[src/rtl/dseq_pkg.sv]
package dseq_pkg;
    localparam int ILEN   = 32;
    localparam int RIDX_W = 5;
    localparam int OPC_W  = 7;

    localparam logic [OPC_W-1:0] OPC_REGREG = 7'b0110011;
    localparam logic [OPC_W-1:0] OPC_REGIMM = 7'b0010011;

    typedef enum logic [0:0] {
        ST_FIRST = 1'b0,
        ST_MULTI = 1'b1
    } dseq_state_e;

    typedef struct packed {
        logic [RIDX_W-1:0] rd;
        logic [RIDX_W-1:0] rs1;
        logic [RIDX_W-1:0] rs2;
        logic [RIDX_W-1:0] rs3;
        logic              is_regreg;
        logic              is_regimm;
        logic              is_ternary;
        logic              bad_opc;
    } dseq_fields_t;
endpackage

[src/rtl/dseq_decode.sv]
module dseq_decode
    import dseq_pkg::*;
(
    input  logic [ILEN-1:0] instr_i,
    output dseq_fields_t    fields_o
);
    logic [OPC_W-1:0] opc;
    logic [2:0]       unused_funct3;

    assign opc           = instr_i[OPC_W-1:0];
    assign unused_funct3 = instr_i[14:12];

    always_comb begin
        fields_o.rd         = instr_i[11:7];
        fields_o.rs1        = instr_i[19:15];
        fields_o.rs2        = instr_i[24:20];
        fields_o.rs3        = instr_i[31:27];
        fields_o.is_regreg  = (opc == OPC_REGREG);
        fields_o.is_regimm  = (opc == OPC_REGIMM);
        fields_o.is_ternary = (opc == OPC_REGREG) && (instr_i[26:25] == 2'b11);
        fields_o.bad_opc    = !((opc == OPC_REGREG) || (opc == OPC_REGIMM));
    end
endmodule

[src/rtl/dseq_regcheck.sv]
module dseq_regcheck
    import dseq_pkg::*;
#(
    parameter int NUM_REGS = 16
) (
    input  dseq_fields_t fields_i,
    output logic         over_o
);
    localparam int NUM_FIELDS = 4;
    localparam int FULL_REGS  = 1 << RIDX_W;

    generate
        if (NUM_REGS < FULL_REGS) begin : g_check
            localparam logic [RIDX_W:0] LIMIT = (RIDX_W+1)'(NUM_REGS);
            logic [RIDX_W-1:0]     idx  [NUM_FIELDS];
            logic [NUM_FIELDS-1:0] used;
            logic [NUM_FIELDS-1:0] over;
            logic                  unused_bad;

            assign unused_bad = fields_i.bad_opc;

            always_comb begin
                idx[0]  = fields_i.rd;
                idx[1]  = fields_i.rs1;
                idx[2]  = fields_i.rs2;
                idx[3]  = fields_i.rs3;
                used[0] = fields_i.is_regreg || fields_i.is_regimm;
                used[1] = fields_i.is_regreg || fields_i.is_regimm;
                used[2] = fields_i.is_regreg;
                used[3] = fields_i.is_ternary;
            end

            for (genvar i = 0; i < NUM_FIELDS; i++) begin : g_field
                assign over[i] = used[i] && ({1'b0, idx[i]} >= LIMIT);
            end

            assign over_o = |over;
        end else begin : g_nocheck
            logic unused_fields;
            assign unused_fields = ^fields_i;
            assign over_o        = 1'b0;
        end
    endgenerate
endmodule

[src/rtl/dseq_fsm.sv]
module dseq_fsm
    import dseq_pkg::*;
(
    input  logic        clk_i,
    input  logic        rst_ni,
    input  logic        go_multi_i,
    input  logic        mc_done_i,
    input  logic        stall_i,
    input  logic        flush_i,
    output dseq_state_e state_o
);
    dseq_state_e state_q, state_d;

    always_comb begin
        state_d = state_q;
        unique case (state_q)
            ST_FIRST: if (!flush_i && !stall_i && go_multi_i) state_d = ST_MULTI;
            ST_MULTI: if (flush_i || (mc_done_i && !stall_i)) state_d = ST_FIRST;
            default:  state_d = ST_FIRST;
        endcase
    end

    always_ff @(posedge clk_i or negedge rst_ni) begin
        if (!rst_ni) state_q <= ST_FIRST;
        else         state_q <= state_d;
    end

    assign state_o = state_q;
endmodule

[src/rtl/decode_sequencer.sv]
module decode_sequencer
    import dseq_pkg::*;
#(
    parameter int NUM_REGS = 16
) (
    input  logic              clk_i,
    input  logic              rst_ni,
    input  logic              instr_valid_i,
    input  logic [ILEN-1:0]   instr_i,
    input  logic              stall_i,
    input  logic              flush_i,
    input  logic              mc_done_i,
    output logic [RIDX_W-1:0] rf_raddr_a_o,
    output logic [RIDX_W-1:0] rf_raddr_b_o,
    output logic              first_cycle_o,
    output logic              illegal_reg_o,
    output logic              illegal_instr_o,
    output logic              exc_req_o
);
    dseq_fields_t fields;
    dseq_state_e  state;
    logic         over;
    logic         go_multi;

    dseq_decode u_decode (
        .instr_i  (instr_i),
        .fields_o (fields)
    );

    dseq_regcheck #(.NUM_REGS(NUM_REGS)) u_regcheck (
        .fields_i (fields),
        .over_o   (over)
    );

    dseq_fsm u_fsm (
        .clk_i      (clk_i),
        .rst_ni     (rst_ni),
        .go_multi_i (go_multi),
        .mc_done_i  (mc_done_i),
        .stall_i    (stall_i),
        .flush_i    (flush_i),
        .state_o    (state)
    );

    // Output process: all outputs derive from the state and the held fields.
    always_comb begin
        first_cycle_o   = 1'b0;
        illegal_reg_o   = 1'b0;
        illegal_instr_o = 1'b0;
        rf_raddr_a_o    = fields.rs1;
        rf_raddr_b_o    = fields.rs2;
        unique case (state)
            ST_FIRST: begin
                first_cycle_o   = 1'b1;
                illegal_reg_o   = instr_valid_i && over;
                illegal_instr_o = instr_valid_i && fields.bad_opc;
            end
            ST_MULTI: begin
                rf_raddr_a_o = fields.rs3;
            end
            default: ;
        endcase
        exc_req_o = illegal_reg_o || illegal_instr_o;
        go_multi  = instr_valid_i && fields.is_ternary && !exc_req_o;
    end
endmodule

[config.mk]
export PLATFORM = sky130hd
export DESIGN_NAME = decode_sequencer
export DESIGN_NICKNAME = d
export VERILOG_FILES = /design/src/rtl/dseq_pkg.sv /design/src/rtl/dseq_decode.sv /design/src/rtl/dseq_regcheck.sv /design/src/rtl/dseq_fsm.sv /design/src/rtl/decode_sequencer.sv
export SDC_FILE = /design/constraint.sdc
export NUM_CORES = 1
export LEC_CHECK = 0
export ABC_AREA = 1
export BUFFER_PORTS_ARGS = -buffer_cell sky130_fd_sc_hd__buf_2
export CAP_MARGIN = 20
export CORE_AREA = 2 2 39 41
export CTS_BUF_LIST = sky130_fd_sc_hd__clkbuf_4
export CTS_CLUSTER_SIZE = 24
export DETAILED_ROUTE_END_ITERATION = 16
export DIE_AREA = 0 0 41 43
export PLACE_DENSITY = 0.68
export SYNTH_ARGS = -nofsm -noshare
export SYNTH_HDL_FRONTEND = slang
export SYNTH_SLANG_ARGS = --single-unit
[constraint.sdc]
create_clock -name clk_i -period 2.3 [get_ports clk_i]
set_input_delay 0.345 -clock clk_i [delete_from_list [all_inputs] [get_ports clk_i]]
set_output_delay 0.345 -clock clk_i [all_outputs]
set_load 0.02 [all_outputs]
After elaboration in Yosys (flattened, before gate mapping)
Index checks and enable logic that the tools add are counted.
{"block": "totals", "regBits": 1, "input_bits": 38, "output_inout_bits": 14, "elab_cells": 36}
{"block": "classes", "order_cmp": 4, "n_eq_ne": 3, "n_mux": 7, "bitwise": 1, "reduce_logical": 20}
{"operator": "$ge 5x5->1 const B", "count": 4}
{"operator": "$logic_and 1x1->1", "count": 12}
{"operator": "$eq 7x5->1 const B", "count": 1}
{"operator": "$eq 7x6->1 const B", "count": 1}
{"operator": "$mux 1", "count": 5}
{"operator": "$mux 5", "count": 1}
{"operator": "$logic_not 1->1", "count": 4}
{"operator": "$reduce_or 4->1", "count": 1}
{"operator": "$logic_or 1x1->1", "count": 3}
{"operator": "$eq 2x2->1 const B", "count": 1}
{"operator": "$pmux 1 s2", "count": 1}
{"operator": "$not 1->1", "count": 1}

Longest topological paths before layout
{"block": "logic_depth", "depth_word": 12, "mapped_depth": 8, "depth_no_buf": 8}

Modules after synthesis
From an unflattened synthesis, not the netlist that was laid out.
{"block": "unflattened", "cells_unflattened": 76, "hier_area_um2": 427.9}
{"mod": "dseq_decode", "instances": 1, "cells_each": 32, "area_each_um2": 221.5, "seq_area_each_um2": 0.0}
{"mod": "decode_sequencer", "instances": 1, "cells_each": 23, "area_each_um2": 103.8, "seq_area_each_um2": 0.0}
{"mod": "dseq_fsm", "instances": 1, "cells_each": 9, "area_each_um2": 57.6, "seq_area_each_um2": 25.0}
{"mod": "dseq_regcheck", "instances": 1, "cells_each": 12, "area_each_um2": 45.0, "seq_area_each_um2": 0.0}

Worst setup path before layout
OpenSTA, ideal clock, no wires.
{"block": "synth_path", "path_kind": "in2out", "from": "in instr_i[2]", "to": "out exc_req_o", "t_arrival_ns": 0.930, "t_required_ns": 1.955, "setup_slack_ns": 1.025, "path_stages": 7, "n_path_buf": 0, "path_cell_list": "inv_1 > nand2_2 > nor2_4 > nand3_1 > nand3_1 > nand2_1 > nand2_1"}
{"block": "synth_between", "elab_chain_len": 7, "word_cells_on_any_way": 15, "classes_between": "2 x eq/ne; 2 x mux; 11 x reduce/logical"}
{"item": "start, declared", "line": "decode_sequencer.sv:9", "text": "input logic [ILEN-1:0] instr_i,"}
{"item": "$eq 7x6->1 or $eq 7x5->1 (tied branches)"}
{"item": "$logic_or 1x1->1 or $logic_and 1x1->1 (tied branches)"}
{"item": "$logic_and 1x1->1", "line": "dseq_regcheck.sv:34", "text": "assign over[i] = used[i] && ({1'b0, idx[i]} >= LIMIT);"}
{"item": "$reduce_or 4->1", "line": "dseq_regcheck.sv:37", "text": "assign over_o = |over;"}
{"item": "$logic_and 1x1->1", "line": "decode_sequencer.sv:55", "text": "illegal_reg_o = instr_valid_i && over;"}
{"item": "$mux 1", "line": "decode_sequencer.sv:52", "text": "unique case (state)"}
{"item": "$logic_or 1x1->1 *", "line": "decode_sequencer.sv:63", "text": "exc_req_o = illegal_reg_o || illegal_instr_o;"}
{"item": "end, declared", "line": "decode_sequencer.sv:18", "text": "output logic exc_req_o"}
Mark *: on every way between the ends. The rest lies on a longest branch, timed or not.

Worst setup path after layout
Ends and elaborated chain as after synthesis.

==> impl_metrics.toml <==
[outcome]
status = "finished clean"

[final_layout]
largest_reg_flops = 1
final_core_util_pct = 32.1
final_cell_mix = "buf_2, nand2_1, inv_1, nand3_1, nor2_1"
fin_cells = 102
fillerInstances = 165
antenna_cells = 0
final_common_cell = "buf_2"
drive_gt1_share_pct = 48.8
area_growth_pct = 57.8
final_nets = 126

[clock_tree]
cts_hold_buf = 0
clkTransAtPathRegs_ps = 0
clk_latency_ps = 0
cts_setup_buffers = 0
cts_resized = 0

[drt]
drcViolationCount = 0
drtAntennaViolNets = 0
avgRoutedWirePerCell_um = 7.29
first_pass_iters = 4
vias = 395
routed_wl_um = 744
drt_iter0_drc = 4
via_per_inst = 3.87

[synth]
synth_seq_area_share_pct = 8.89
synth_area_um2 = 282
syn-num-nets = 93
yosysWarnings = 0
synth-seq-cells = 1
ys_types = 15
synthCells = 55
postSynthAreaPerCell_um2 = 5.12

[critical_path]
crit_path_max_incr_delay_ps = 160
crit_path_top_delay_cell = "buf_2"
setup.worst_path.end_class = "output port"
crit_chain = "buf_2 > inv_1 > nand2_2 > nor2_4 > nand3_1 > nand3_1 > nand2_1 > nand2_1 > buf_2"
critPathKind = "input port to output port"
cp-start-kind = "input port"
crit_fanout = 5
crit_required_ps = 1960
arrival_ps = 1140

[job]
max-cap-violations = 0

[sta]
hold_viol = 0
maxSlewHeadroom_pct = 84.5
rsz0062_at_grt = "no"
max_freq_mhz = 675
drv_slew = 0
setup_tns_ps = 0
fin_skew_ps = 0
worst_pin_slew_ps = 233
fin_crit_sh_pct = 64.4
period_needed_ps = 1480
finalSetupViolations = 0

[power_and_ir_drop]
p_leak_uw = 0.000299
vdd_ir_drop_max_mv = 0.0634
p_total_uw = 74.9
p_per_area_nw_per_um2 = 169

[die]
initial_core_util_pct = 20.3
core-area_um2 = 1380
num_rows = 14
die_x_um = 41
dieHeight_um = 43
io_pins = 52
die_area_um2 = 1760

[global_route]
grt_pass1_wl_um = 1070
grt_start_max_net_pins = 9
antenna_found_initial = 0
grt_pass1_vias = 290
grt-ovfl-total = 0
gr-usage-all-layers_pct = 7.91

[place]
dp_hpwl_um = 691
port_buffers = 36
dp.cells = 102
routabilityCongestion = 0.697

[hold_path]
holdCritPathClass = "input port to async pin"
[synth_stat cells]
library cell / count / area share, %
nand2_1: 24 / 32
inv_1: 7 / 9.3
buf_4: 5 / 13
nand3_1: 5 / 8.9
nor2_1: 4 / 5.3
dfrtp_1: 1 / 8.9
inv_2: 1 / 1.3
inv_4: 1 / 2.2
nand2_2: 1 / 2.2
nand2_4: 1 / 4.0
nand4_1: 1 / 2.2
nor2_2: 1 / 2.2
nor2_4: 1 / 4.0
o21ai_0: 1 / 1.8
or2_0: 1 / 2.2
[final cells by class]
| cell class | instances | area (um2) | share of cell area [%] |
|---|---|---|---|
| Tap cell | 16 | 20.0 | 4.51 |
| Inverter | 9 | 36.3 | 8.17 |
| Sequential cell | 1 | 25.0 | 5.63 |
| Multi-Input combinational cell | 40 | 183 | 41.1 |
| Timing Repair Buffer | 36 | 180 | 40.6 |
[path summary, 6_finish.rpt]
check | startpoint | endpoint | slack, ps | cells after the start
worst max-delay path | instr_i[2] | exc_req_o | 820 | 9
worst min-delay path | rst_ni | u_fsm.state_o | 120 | 1
worst max register to register | u_fsm.state_o | u_fsm.state_o | 1290 | 7
worst min register to register | u_fsm.state_o | u_fsm.state_o | 770 | 4
max in group asynchronous | rst_ni | u_fsm.state_o | 2090 | 1
min in group clk_i | stall_i | u_fsm.state_o | 600 | 3
[power by group]
group          switching [uW]  internal [uW]
Clock                       0              0
Sequential             0.0105           17.9
Combinational            29.8           27.2
Total                    29.8           45.1
[worst max-delay path: cells and delay by family]
family | cells | cell delay [ps]
buf+inv | 3 | 300
simple gates | 6 | 490
[logic make-up after synthesis]
kind of cell	after synthesis	synth area share, %
and+or+nand+nor	39	63.1
buffers and inverters	14	26.2
DFF	1	8.89
AOI/OAI and AO/OA	1	1.78
[layer usage]
layer | share of wire [%] | vias up | GRT usage [%]
li1 | - | 225 | -
met1 | 38 | 155 | 10.2
met2 | 53 | 15 | 14.7
met3 | 9.1 | 0 | 0
met4 | 0 | 0 | 0
met5 | 0 | - | 0
[through the flow]
stage	area, um2	hold WS (ps)	setup WS, ps
2_1_floorplan	282	49.4	1020
3_3_place_gp	444	120	816
3_5_place_dp	444	122	808
4_1_cts	444	122	802
5_1_grt	444	126	701
6_report	444	121	818
(Power assumes the default switching activity.)
